--- src/rtl/alias_regbank_pkg.sv ---
package alias_regbank_pkg;

  localparam int REG_W = 32;

  // The encoding equals the low two bits of the word index inside a group.
  typedef enum logic [1:0] {
    OP_PLAIN = 2'd0,
    OP_SET   = 2'd1,
    OP_CLR   = 2'd2,
    OP_TOG   = 2'd3
  } wrOp_e;

  // Strobes sent from control to the datapath.
  typedef struct packed {
    logic  wrStb;
    logic  rdStb;
    logic  errStb;
    wrOp_e op;
  } bankStrobe_t;

  // Reset value of a storage slot. Groups come first, then the plain registers.
  function automatic logic [REG_W-1:0] slotDefault(input int slot,
                                                   input int numGrp,
                                                   input int lockBit,
                                                   input logic [31:0] lockMask);
    logic [REG_W-1:0] v;
    case (slot)
      0:       v = 32'h0001_3001;
      1:       v = 32'h0001_2000;
      2:       v = 32'h0001_1006;
      3:       v = 32'h1018_101B;
      4:       v = 32'h0000_0012;
      5:       v = 32'h05F5_E100;
      6:       v = 32'h0000_0000;
      7:       v = 32'h0000_4009;
      default: v = REG_W'(slot) << 8;
    endcase
    if (slot < numGrp && slot < 32) begin
      if (lockMask[slot]) v[lockBit] = 1'b1;
    end
    return v;
  endfunction

endpackage

--- src/rtl/alias_regbank_ctrl.sv ---
module alias_regbank_ctrl
  import alias_regbank_pkg::*;
#(
  parameter int ADDR_W    = 8,
  parameter int NUM_GRP   = 4,
  parameter int NUM_PLAIN = 4,
  localparam int IDX_W       = ADDR_W - 2,
  localparam int NUM_SLOTS   = NUM_GRP + NUM_PLAIN,
  localparam int SLOT_W      = (NUM_SLOTS > 1) ? $clog2(NUM_SLOTS) : 1,
  localparam int ALIAS_WORDS = NUM_GRP * 4,
  localparam int IMPL_WORDS  = ALIAS_WORDS + NUM_PLAIN
) (
  input  logic              clk,
  input  logic              rstN,
  input  logic              req,
  input  logic              wrEn,
  input  logic [ADDR_W-1:0] addr,
  output bankStrobe_t       strb,
  output logic [SLOT_W-1:0] slotSel,
  output logic              rspValid,
  output logic              rspErr
);

  logic [IDX_W-1:0] wordIdx;
  logic             aligned;
  logic             inAlias;
  logic             inPlain;
  logic             legal;
  int               slotCalc;

  always_comb begin
    wordIdx  = addr[ADDR_W-1:2];
    aligned  = (addr[1:0] == 2'b00);
    inAlias  = (int'(wordIdx) < ALIAS_WORDS);
    inPlain  = !inAlias && (int'(wordIdx) < IMPL_WORDS);
    legal    = aligned && (inAlias || inPlain);
    if (inAlias) slotCalc = int'(wordIdx) / 4;
    else         slotCalc = int'(wordIdx) - ALIAS_WORDS + NUM_GRP;
    slotSel  = SLOT_W'(slotCalc);

    strb.op     = inAlias ? wrOp_e'(wordIdx[1:0]) : OP_PLAIN;
    strb.wrStb  = req && legal && wrEn;
    strb.rdStb  = req && legal && !wrEn;
    strb.errStb = req && !legal;
  end

  always_ff @(posedge clk or negedge rstN) begin
    if (!rstN) begin
      rspValid <= 1'b0;
      rspErr   <= 1'b0;
    end else begin
      rspValid <= req;
      rspErr   <= strb.errStb;
    end
  end

  // a request is always answered on the next cycle
  a_r10_rsp_follows_req: assert property (@(posedge clk) disable iff (!rstN)
    req |=> rspValid);

  // no response appears without a request
  a_r10_no_spurious_rsp: assert property (@(posedge clk) disable iff (!rstN)
    !req |=> !rspValid);

  // a misaligned access is refused
  a_r2_misaligned_err: assert property (@(posedge clk) disable iff (!rstN)
    (req && addr[1:0] != 2'b00) |=> rspErr);

  // an index beyond the bank is refused
  a_r9_range_err: assert property (@(posedge clk) disable iff (!rstN)
    (req && int'(addr[ADDR_W-1:2]) >= IMPL_WORDS) |=> rspErr);

endmodule

--- src/rtl/alias_regbank_dp.sv ---
module alias_regbank_dp
  import alias_regbank_pkg::*;
#(
  parameter int          NUM_GRP   = 4,
  parameter int          NUM_PLAIN = 4,
  parameter int          LOCK_BIT  = 31,
  parameter logic [31:0] LOCK_MASK = 32'h0000_0007,
  localparam int NUM_SLOTS = NUM_GRP + NUM_PLAIN,
  localparam int SLOT_W    = (NUM_SLOTS > 1) ? $clog2(NUM_SLOTS) : 1
) (
  input  logic              clk,
  input  logic              rstN,
  input  bankStrobe_t       strb,
  input  logic [SLOT_W-1:0] slotSel,
  input  logic [REG_W-1:0]  wrData,
  output logic [REG_W-1:0]  rdData
);

  logic [NUM_SLOTS-1:0][REG_W-1:0] regQ;
  logic [REG_W-1:0]                curVal;
  logic [REG_W-1:0]                nextVal;

  // One shared modify unit serves every slot.
  always_comb begin
    curVal = (int'(slotSel) < NUM_SLOTS) ? regQ[slotSel] : '0;
    unique case (strb.op)
      OP_SET:  nextVal = curVal | wrData;
      OP_CLR:  nextVal = curVal & ~wrData;
      OP_TOG:  nextVal = curVal ^ wrData;
      default: nextVal = wrData;
    endcase
  end

  always_ff @(posedge clk or negedge rstN) begin
    if (!rstN) begin
      for (int s = 0; s < NUM_SLOTS; s++)
        regQ[s] <= slotDefault(s, NUM_GRP, LOCK_BIT, LOCK_MASK);
    end else if (strb.wrStb) begin
      for (int s = 0; s < NUM_SLOTS; s++)
        if (SLOT_W'(s) == slotSel) regQ[s] <= nextVal;
    end
  end

  always_ff @(posedge clk or negedge rstN) begin
    if (!rstN) rdData <= '0;
    else       rdData <= strb.rdStb ? curVal : '0;
  end

  // a plain store lands unchanged
  a_r3_plain_store: assert property (@(posedge clk) disable iff (!rstN)
    (strb.wrStb && strb.op == OP_PLAIN) |=> regQ[$past(slotSel)] == $past(wrData));

  // after a set, every bit of the data is 1 in the register
  a_r4_set_bits: assert property (@(posedge clk) disable iff (!rstN)
    (strb.wrStb && strb.op == OP_SET) |=>
      (regQ[$past(slotSel)] & $past(wrData)) == $past(wrData));

  // after a clear, every bit of the data is 0 in the register
  a_r5_clr_bits: assert property (@(posedge clk) disable iff (!rstN)
    (strb.wrStb && strb.op == OP_CLR) |=>
      (regQ[$past(slotSel)] & $past(wrData)) == '0);

  // a toggle inverts exactly the bits in the data
  a_r6_tog_bits: assert property (@(posedge clk) disable iff (!rstN)
    (strb.wrStb && strb.op == OP_TOG) |=>
      (regQ[$past(slotSel)] ^ $past(curVal)) == $past(wrData));

  for (genvar g = 0; g < NUM_SLOTS; g++) begin : gSlotChk
    // a slot that is not written keeps its value
    a_r9_slot_stable: assert property (@(posedge clk) disable iff (!rstN)
      !(strb.wrStb && slotSel == SLOT_W'(g)) |=> $stable(regQ[g]));
    if (g < NUM_GRP && g < 32) begin : gLock
      if (LOCK_MASK[g]) begin : gOn
        // a PLL group leaves reset with the lock bit set
        a_r1_lock_default: assert property (@(posedge clk) disable iff (!rstN)
          $rose(rstN) |-> regQ[g][LOCK_BIT]);
      end
    end
  end

endmodule

--- src/rtl/alias_regbank.sv ---
module alias_regbank
  import alias_regbank_pkg::*;
#(
  parameter int          ADDR_W    = 8,
  parameter int          NUM_GRP   = 4,
  parameter int          NUM_PLAIN = 4,
  parameter int          LOCK_BIT  = 31,
  parameter logic [31:0] LOCK_MASK = 32'h0000_0007,
  localparam int NUM_SLOTS = NUM_GRP + NUM_PLAIN,
  localparam int SLOT_W    = (NUM_SLOTS > 1) ? $clog2(NUM_SLOTS) : 1
) (
  input  logic              clk,
  input  logic              rstN,
  input  logic              req,
  input  logic              wrEn,
  input  logic [ADDR_W-1:0] addr,
  input  logic [REG_W-1:0]  wrData,
  output logic [REG_W-1:0]  rdData,
  output logic              rspValid,
  output logic              rspErr
);

  bankStrobe_t       strb;
  logic [SLOT_W-1:0] slotSel;

  alias_regbank_ctrl #(
    .ADDR_W(ADDR_W), .NUM_GRP(NUM_GRP), .NUM_PLAIN(NUM_PLAIN)
  ) u_ctrl (
    .clk(clk), .rstN(rstN), .req(req), .wrEn(wrEn), .addr(addr),
    .strb(strb), .slotSel(slotSel), .rspValid(rspValid), .rspErr(rspErr)
  );

  alias_regbank_dp #(
    .NUM_GRP(NUM_GRP), .NUM_PLAIN(NUM_PLAIN),
    .LOCK_BIT(LOCK_BIT), .LOCK_MASK(LOCK_MASK)
  ) u_dp (
    .clk(clk), .rstN(rstN), .strb(strb), .slotSel(slotSel),
    .wrData(wrData), .rdData(rdData)
  );

  // a refused access returns zero data
  a_r9_err_reads_zero: assert property (@(posedge clk) disable iff (!rstN)
    rspErr |-> rdData == '0);

  // the error flag only appears with a response
  a_r10_err_with_valid: assert property (@(posedge clk) disable iff (!rstN)
    rspErr |-> rspValid);

endmodule

--- config.mk ---
export PLATFORM = sky130hd
export DESIGN_NAME = alias_regbank
export DESIGN_NICKNAME = d
export VERILOG_FILES = /design/src/rtl/alias_regbank_pkg.sv /design/src/rtl/alias_regbank_ctrl.sv /design/src/rtl/alias_regbank_dp.sv /design/src/rtl/alias_regbank.sv
export SDC_FILE = /design/constraint.sdc
export NUM_CORES = 1
export LEC_CHECK = 0
export ABC_AREA = 1
export BUFFER_PORTS_ARGS = -buffer_cell sky130_fd_sc_hd__buf_4
export CAP_MARGIN = 20
export CORE_MARGIN = 4
export CORE_UTILIZATION = 35
export CTS_BUF_LIST = sky130_fd_sc_hd__clkbuf_16
export CTS_CLUSTER_DIAMETER = 80
export CTS_CLUSTER_SIZE = 14
export DETAILED_ROUTE_END_ITERATION = 10
export PLACE_DENSITY = 0.51
export SLEW_MARGIN = 20
export SYNTH_ARGS = -nofsm -noshare
export SYNTH_HDL_FRONTEND = slang
export SYNTH_SLANG_ARGS = --single-unit
export TNS_END_PERCENT = 20
--- constraint.sdc ---
create_clock -name clk -period 2.7 [get_ports clk]
set_input_delay 0.405 -clock clk [delete_from_list [all_inputs] [get_ports clk]]
set_output_delay 0.405 -clock clk [all_outputs]
set_load 0.1 [all_outputs]
; ---- Word level (Yosys, flattened, before mapping)
; Index checks and enable logic that the tools add are counted.
[classes]
reduce_logical = 20
n_bitwise = 4
addsub = 2
n_eq_ne = 10
order_cmp = 3
mux = 6
[ops]
columns = cell, n
row1 = binary-select mux 32 bit (select 3 bit), 1
row2 = one-hot mux 32 bit (3 select lines), 1
row3 = two-way mux 32 bit, 2
row4 = bitwise AND 32 bit, 1
row5 = inverter 32 bit, 1
row6 = bitwise OR 32 bit, 1
row7 = bitwise XOR 32 bit, 1
row8 = AND reduction 2 bit, 8
row9 = == test 3 bit (first input constant), 4
row10 = less-than comparator 6 x 5 -> 1 bit (second input constant), 2
row11 = == test 2 x 3 -> 1 bit (first input constant), 2
row12 = logical AND 1 bit, 6
row13 = == test 2 bit (second input constant), 2
row14 = less-than comparator 3 x 4 -> 1 bit (second input constant), 1
row15 = adder 3 bit (second input constant), 1
row16 = == test 1 x 3 -> 1 bit (first input constant), 1
row17 = logical NOT 1 bit, 3
row18 = logical NOT 3 bit, 1
row19 = two-way mux 3 bit, 1
row20 = subtractor 3 x 1 -> 3 bit (second input constant), 1
row21 = == test 2 x 1 -> 1 bit (second input constant), 1
row22 = logical NOT 2 bit, 1
row23 = two-way mux 2 bit, 1
row24 = logical OR 1 bit, 1
[word_totals]
output_inout_bits = 34
wordCells = 56
input_bits = 44
reg_bits = 290

; ---- Depth between registers and ports, before layout
; Gate-level depths: netlist of run 1.
[logic_depth]
depth_word = 8
depth_mapped = 18

; ---- Modules after synthesis
; Synthesis of run 1 repeated with hierarchy kept, for this count alone.
[hier_totals]
hier_cells = 2188
hier_area_um2 = 16005.4
[by_module_without_submodules]
columns = mod, instances, cells_each, area_per_inst_um2
row1 = alias_regbank_dp, 1, 2165, 15865.2
row2 = alias_regbank_ctrl, 1, 23, 140.1

; ---- Least setup slack after synthesis of run 1
; OpenSTA, ideal clock, no wires.
[synth_timing]
path_type = in2reg
startpoint = input addr[6]
endpoint = register u_dp.regQ[145] in the netlist's numbering
required_time_ns = 2.578
arrival_time_ns = 2.229
cell_stages = 16
path_slack_ns = 0.348
setup_time_ns = 0.122
path_buffers = 2
path_cell_list = nor2_4 > o21ai_1 > inv_2 > buf_2 > buf_1 > nand2_1 > nand2_1 > nand2_1 > nand2_1 > inv_1 > ha_1 > inv_1 > nand2_1 > nand4_1 > nand2_1 > o21ai_1
[synth_via]
elab_chain_cells = 8
word_cells_on_any_way = 21
classes_between = order compare: 2 / eq/ne: 4 / mux: 5 / bitwise: 3 / reduce/logical: 7
[synth_rtl]
columns = item, line_no
row1 = "start, declared", alias_regbank.sv:16  ; input logic [ADDR_W-1:0] addr,
row2 = "parallel branches: the longest is 8 deep, another holds less-than comparator 6 x 5 -> 1 bit", --
row3 = "end signal, assigned by index", alias_regbank_dp.sv:37  ; regQ[s] <= slotDefault(s, NUM_GRP, LOCK_BIT, LOCK_MASK);
row4 = "end signal, assigned by index", alias_regbank_dp.sv:40  ; if (SLOT_W'(s) == slotSel) regQ[s] <= nextVal;
row5 = "end, declared", alias_regbank_dp.sv:19  ; logic [NUM_SLOTS-1:0][REG_W-1:0] regQ;
; Parallel ways; which one is timed is not known. The select of a mux whose other input is x is not followed.
; A chain may end at the register's enable or synchronous reset.

; ---- Worst setup path after layout of run 1
[layout_timing]
startpoint = input addr[7]
endpoint = register u_dp.regQ[127] in the netlist's numbering
; Same word-level chain as after synthesis.

==> results.py, run 1 <==
metrics = {
    "timing": {
        "hold_viol_final": 0,
        "setup_viol": 0,
        "fin_crit_ns": 2.220,
        "slew_viol_final": 0,
        "min_period_over_period_pct": 82.24,
        "fmax_mhz": 450.4,
        "setup_slack_ns": 0.4795,
        "tightest_slew_ns": 0.8280,
        "fin_skew_ns": 0.04077,
        "rsz0062_at_grt": "no",
        "max_slew_margin_pct": 44.80,
    },
    "cells_and_area": {
        "layout.cells.non_filler": 3025,
        "drive_above_1_share_pct": 12.49,
        "areaGrowthSynthToFinish_pct": 18.43,
        "register_area_um2": 7305,
        "final_util_pct": 42.23,
        "fill_cells": 4705,
        "finalNetCount": 2515,
        "multi_input_area_um2": 6959,
        "post-route-cell-area_um2": 19290,
        "n_antenna_cell": 0,
    },
    "die": {
        "die_h_um": 223.7,
        "ioPinCount": 78,
        "row_count": 78,
        "coreArea_um2": 45670,
        "start_util_pct": 35.66,
        "fp.dieW_um": 223.7,
        "dieArea_um2": 50050,
    },
    "detailed_routing": {
        "routed_wl_um": 50360,
        "num_vias": 14462,
        "routedWlPerCell_um": 16.65,
        "detail_route.iter0.violations": 1133,
        "via_per_inst": 4.781,
        "ant_nets": 0,
        "first_pass_iters": 5,
        "route.detailed.drc": 0,
    },
    "hold_path": {
        "hp-start": "addr[1]",
        "hp-class": "input pin to flop",
    },
    "placement": {
        "place_congestion": 0.7940,
        "placedInstanceArea_um2": 18550,
        "io_buffers": 77,
        "dp_cells": 2978,
        "dp_slack_ns": -0.1151,
        "hpwl_um": 31740,
    },
    "pwr": {
        "power.density_nw_per_um2": 556.4,
        "total_power_mw": 10.73,
        "vdd_ir_drop_max_v": 0.0004269,
        "leakage_nw": 10.44,
    },
    "clock_tree": {
        "insertion_delay_ns": 0.56,
        "cts_setup_buffers": 0,
        "ctsRootBufferMaster": "clkbuf_16",
        "holdBufCountCts": 2,
        "post_cts_resized": 0,
        "cts.sinks": 290,
        "cts_buffers": 25,
        "clk_pin_slew_worst_paths_ns": 0.07,
        "htree_levels": 1,
        "clk_path_buf_depth": 3,
        "cts_tree": "yes",
    },
    "yosys": {
        "yosysSeqAreaShare_pct": 44.85,
        "ys_seq_elements": 290,
        "synth_top_area_share_pct": 38.72,
        "synth_edf_count": 0,
        "syn_avg_cell_area_um2": 7.081,
        "synth_fp_nets": 2408,
        "syn-instance-count": 2300,
        "ys_warn_count": 0,
        "synth_top_area_cell": "dfrtp_1",
        "synthArstFlopShare_pct": 100.0,
        "synth_cell_types": 20,
        "yosys_most_used_dff": "dfrtp_1",
        "synth_area_um2": 16290,
        "synth_commonest_cells": "nand2_1 (851), inv_1 (390), dfrtp_1 (252), nand3_1 (224), o21ai_1 (166)",
        "synth.most_common_cell": "nand2_1",
        "ys_top_cells_by_area": "dfrtp_1 (39%), nand2_1 (20%), inv_1 (9.0%)",
    },
    "global_route": {
        "track_usage_pct": 20.06,
        "grt_pass1_vias": 13948,
        "grt_max_degree": 73,
        "gr-total-overflow": 0,
        "antenna_found_initial": 0,
        "grt_pass1_wl_um": 80680,
    },
    "setup_path": {
        "crit_arrival_ns": 2.63,
        "path_max_fanout": 20,
        "reg2reg_from": "u_dp.regQ[31]$_DFFE_PN1P_",
        "crit_type": "input pin to flop",
        "setup.worst_path.start": "addr[7]",
        "startpoint_type": "input pin",
        "cp.required_ns": 3.11,
        "critical_path.endpoint_type": "flop",
    },
    "run_status": {
        "status": "finished, final reports clean",
    },
    "run": {
        "drv_cap": 0,
    },
}
==> path summary, 6_finish.rpt <==
| kind | depth (start not counted) | slack [ns] | endpoint |
|---|---|---|---|
| max | 20 | 0.48 | u_dp.regQ[127]$_DFFE_PN0P_ |
| min | 3 | 0.17 | u_ctrl.rspErr$_DFF_PN0_ |
| max reg2reg | 15 | 0.73 | u_dp.regQ[63]$_DFFE_PN1P_ |
| min reg2reg | 2 | 0.48 | u_dp.regQ[63]$_DFFE_PN1P_ |
| max in group asynchronous | 3 | 1.48 | u_dp.regQ[168]$_DFFE_PN1P_ |
| min in group asynchronous | 2 | 0.43 | u_dp.regQ[70]$_DFFE_PN0P_ |
==> final cells by class <==
type	count	area share [%]
sequential	290	37.87
multi-input combinational	1483	36.08
timing repair buffer	214	10.79
inverter	393	7.648
tap	600	3.892
clock buffer	25	3.244
clock inverter	20	0.4671
==> layer usage <==
metal / GRT usage (%) / part of all wire [%] / up-vias / routed length, um
li1: - / - / 7234 / -
met1: 29.57 / 50 / 6882 / 24980
met2: 31.99 / 44 / 287 / 22310
met3: 2.490 / 4.6 / 59 / 2296
met4: 4.037 / 1.5 / 0 / 778
met5: 0 / 0 / - / 0
==> power breakdown <==
group / internal, mW / leakage, nW / switching, mW
sequential: 4.86 / 2.94 / 0.121
combinational: 0.894 / 7.10 / 1.49
clock: 1.68 / 0.401 / 1.68
total: 7.44 / 10.4 / 3.29
==> logic make-up (layout without fill, tap and decap cells) <==
| kind of cell | count (synthesis) | after routing | synth area share, % |
|---|---|---|---|
| AND/OR/NAND/NOR | 1159 | 1159 | 29.45 |
| AO/OA/AOI/OAI | 260 | 260 | 7.990 |
| adder cells (fa/ha/maj) | 64 | 64 | 4.917 |
| buffers and inverters | 527 | 652 | 12.79 |
| flip-flops | 290 | 290 | 44.85 |
==> flip-flops by register name, summed over array words and instances, names as in the netlist <==
register	flops
u_ctrl.rspValid	1
u_ctrl.rspErr	1
u_dp.regQ	256
u_dp.rdData	32
==> stage by stage <==
stage | hold slack [ns] | setup TNS (ns)
floorplan | 0.1094 | 0
global placement | 0.4299 | -1.317
detailed placement | 0.4164 | -2.730
CTS | 0.1417 | 0
global route | 0.1674 | 0
finish | 0.1652 | 0
==> worst max-delay path, stage by stage <==
cell and delay [ns]:
buf_4 0.11, inv_1 0.04, nand2_1 0.24, nand2_4 0.13, nand2_1 0.17, buf_12 0.22
nand2_1 0.07, nand2_1 0.06, nand2_1 0.04, nand2_1 0.05, nand2_1 0.04, nand2_1 0.19
inv_1 0.07, ha_1 0.27, inv_1 0.03, nand2_1 0.06, nand4_1 0.10, buf_4 0.19
nand2_1 0.06, o21ai_1 0.06
==> cell usage in the layout (no fill, tap or decap), types with 2 or more instances in the layout <==
cell / Yosys / routed
nor2_1: 39 / 37
nand2_1: 851 / 847
clkbuf_16: 0 / 25
dfrtp_1: 252 / 252
clkinvlp_4: 0 / 2
clkinv_2: 0 / 2
dlygate4sd3_1: 0 / 2
ha_1: 64 / 64
o21ai_1: 166 / 164
inv_1: 390 / 405
nor2_2: 1 / 2
nand3_1: 224 / 224
nor2_4: 9 / 10
nand2_4: 1 / 5
buf_4: 0 / 174
dfstp_2: 38 / 38
inv_2: 3 / 3
nand4_1: 32 / 32
buf_12: 0 / 37
o21ai_0: 93 / 93
Note: power is estimated with default switching activity, not from simulation.
==> run 2: changes to the inputs <==
==> constraint.sdc (replaced) <==
create_clock -name clk -period 2.21 [get_ports clk]
set_input_delay 0.3315 -clock clk [delete_from_list [all_inputs] [get_ports clk]]
set_output_delay 0.3315 -clock clk [all_outputs]
set_load 0.1 [all_outputs]
==> results.py, run 2 (synthesis results as in run 1) <==
metrics = {
    "run_status": {
        "status": "finished, final reports clean",
    },
    "detailed_routing": {
        "first_pass_iters": 5,
        "detail_route.iter0.violations": 1039,
        "ant_nets": 0,
        "num_vias": 14860,
        "routed_wl_um": 53280,
        "routedWlPerCell_um": 17.41,
        "via_per_inst": 4.856,
        "route.detailed.drc": 0,
    },
    "run": {
        "drv_cap": 0,
    },
    "die": {
        "dieArea_um2": 50050,
        "start_util_pct": 35.66,
        "ioPinCount": 78,
        "fp.dieW_um": 223.7,
        "coreArea_um2": 45670,
        "die_h_um": 223.7,
        "row_count": 78,
    },
    "pwr": {
        "vdd_ir_drop_max_v": 0.0005029,
        "leakage_nw": 10.69,
        "power.density_nw_per_um2": 672.3,
    },
    "placement": {
        "hpwl_um": 34390,
        "placedInstanceArea_um2": 18960,
        "dp_cells": 3008,
        "place_congestion": 0.8081,
        "io_buffers": 77,
    },
    "timing": {
        "setup-tns-final_ns": 0,
        "setup_viol": 0,
        "fin_skew_ns": 0.03557,
        "max_slew_margin_pct": 62.96,
        "rsz0062_at_grt": "no",
        "hold_slack_ns": 0.05626,
        "slew_viol_final": 0,
        "fmax_mhz": 494.1,
        "min_period_over_period_pct": 91.58,
        "tightest_slew_ns": 0.5556,
        "fin_crit_ns": 2.024,
        "hold_viol_final": 0,
    },
    "cells_and_area": {
        "largest_reg_flops": 256,
        "register_area_um2": 7305,
        "multi_input_area_um2": 6997,
        "final_common_cell": "nand2_1",
        "finalNetCount": 2547,
        "post-route-cell-area_um2": 19820,
        "drive_above_1_share_pct": 13.71,
        "fill_cells": 4623,
        "layout.cells.non_filler": 3060,
        "regMostFlops": "u_dp.regQ",
        "mostFrequentLayoutCells": "nand2_1 (843), inv_1 (408), dfrtp_1 (252), nand3_1 (224), buf_4 (186)",
        "reg.largest.list": "u_dp.regQ: 256 flops, u_dp.rdData: 32 flops",
        "final_util_pct": 43.40,
        "areaGrowthSynthToFinish_pct": 21.70,
    },
    "setup_path": {
        "reg2reg_from": "u_dp.regQ[66]$_DFFE_PN1P_",
        "setup.worst_path.start": "addr[6]",
        "crit_arrival_ns": 2.47,
        "critical_path.endpoint_type": "flop",
        "r2r_cells": 15,
        "rrSetupSlack_ns": 0.25,
        "worstPathCellList": "buf_4, nor2_4, buf_4, nand2_4, buf_12, nand3_1, nand2_1, nand2_1, nand2_1, nand2_1, nand2_1, buf_4, ha_1, inv_1, nand2_1, nand4_1, buf_4, nand2_1, o21ai_0",
        "cp.required_ns": 2.65,
        "crit_path_top_delay_cell": "buf_12",
        "endpoint": "u_dp.regQ[98]$_DFFE_PN0P_",
        "cpPeakStageDelay_ns": 0.20,
        "startpoint_type": "input pin",
        "crit_type": "input pin to flop",
        "path_max_fanout": 33,
        "r2r-end": "u_dp.regQ[98]$_DFFE_PN0P_",
        "cp_common_cell": "nand2_1",
    },
    "clock_tree": {
        "cts.sinks": 290,
        "clk_path_buf_depth": 3,
        "htree_levels": 1,
        "ctsRootBufferMaster": "clkbuf_16",
        "clk_pin_slew_worst_paths_ns": 0.07,
        "cts_buffers": 25,
        "cts_tree": "yes",
        "insertion_delay_ns": 0.57,
    },
    "global_route": {
        "grt_max_degree": 59,
        "antenna_found_initial": 3,
        "track_usage_pct": 21.24,
        "grt_pass1_vias": 14447,
        "grt_pass1_wl_um": 84530,
        "gr-total-overflow": 0,
    },
    "hold_path": {
        "hp-class": "input pin to flop",
        "hp-start": "addr[0]",
    },
}
run 2: final cells by class:
class / instances / area share, %
tap: 600 / 3.788
multi-input combinational: 1483 / 35.30
clock inverter: 21 / 0.5113
antenna: 2 / 0.02525
inverter: 393 / 7.455
clock buffer: 25 / 3.156
timing repair buffer: 246 / 12.91
sequential: 290 / 36.85
run 2: how the worst min path moves through the flow:
stage | depth (start not counted) | to
2_1_floorplan | 0 | u_ctrl.rspErr$_DFF_PN0_
3_3_place_gp | 1 | u_dp.regQ[9]$_DFFE_PN0P_
3_5_place_dp | 1 | u_dp.regQ[73]$_DFFE_PN0P_
4_1_cts | 3 | u_ctrl.rspErr$_DFF_PN0_
5_1_grt | 3 | u_ctrl.rspErr$_DFF_PN0_
6_report | 3 | u_ctrl.rspErr$_DFF_PN0_
run 2: stage by stage:
stage | total power, mW | setup slack, ns
2_1_floorplan | 7.959 | 0.01625
3_3_place_gp | 9.159 | -0.4158
3_5_place_dp | 9.223 | -0.4563
4_1_cts | 13.46 | 0.09237
5_1_grt | 14.15 | 0.01409
6_report | 13.32 | 0.1860
run 2: repair_timing:
item	CTS	global route
endpoints found under the hold margin	44	0
gates resized for setup	0	14
hold buffers	2	0
buffers inserted	0	1
endpoints found under the setup margin	0	107
run 2: routing by layer:
metal / vias to the layer above / global-route usage [%] / wire [um]
li1: 7311 / - / -
met1: 7070 / 30.97 / 25310
met2: 410 / 32.86 / 23370
met3: 69 / 3.420 / 3336
met4: 0 / 5.946 / 1270
met5: - / 0 / 0
run 2: worst max-delay path: cells and delay by family:
kind,cells,cell delay [ns]
simple gates,11,0.96
buf+inv,6,0.92
compound gates,1,0.07
fa+ha+maj,1,0.17
run 2: where the power goes:
part | total, mW | switching (mW) | internal, mW | leakage (nW)
clock | 4.16 | 2.10 | 2.06 | 0.420
sequential | 6.09 | 0.146 | 5.94 | 2.94
combinational | 3.08 | 1.89 | 1.19 | 7.34
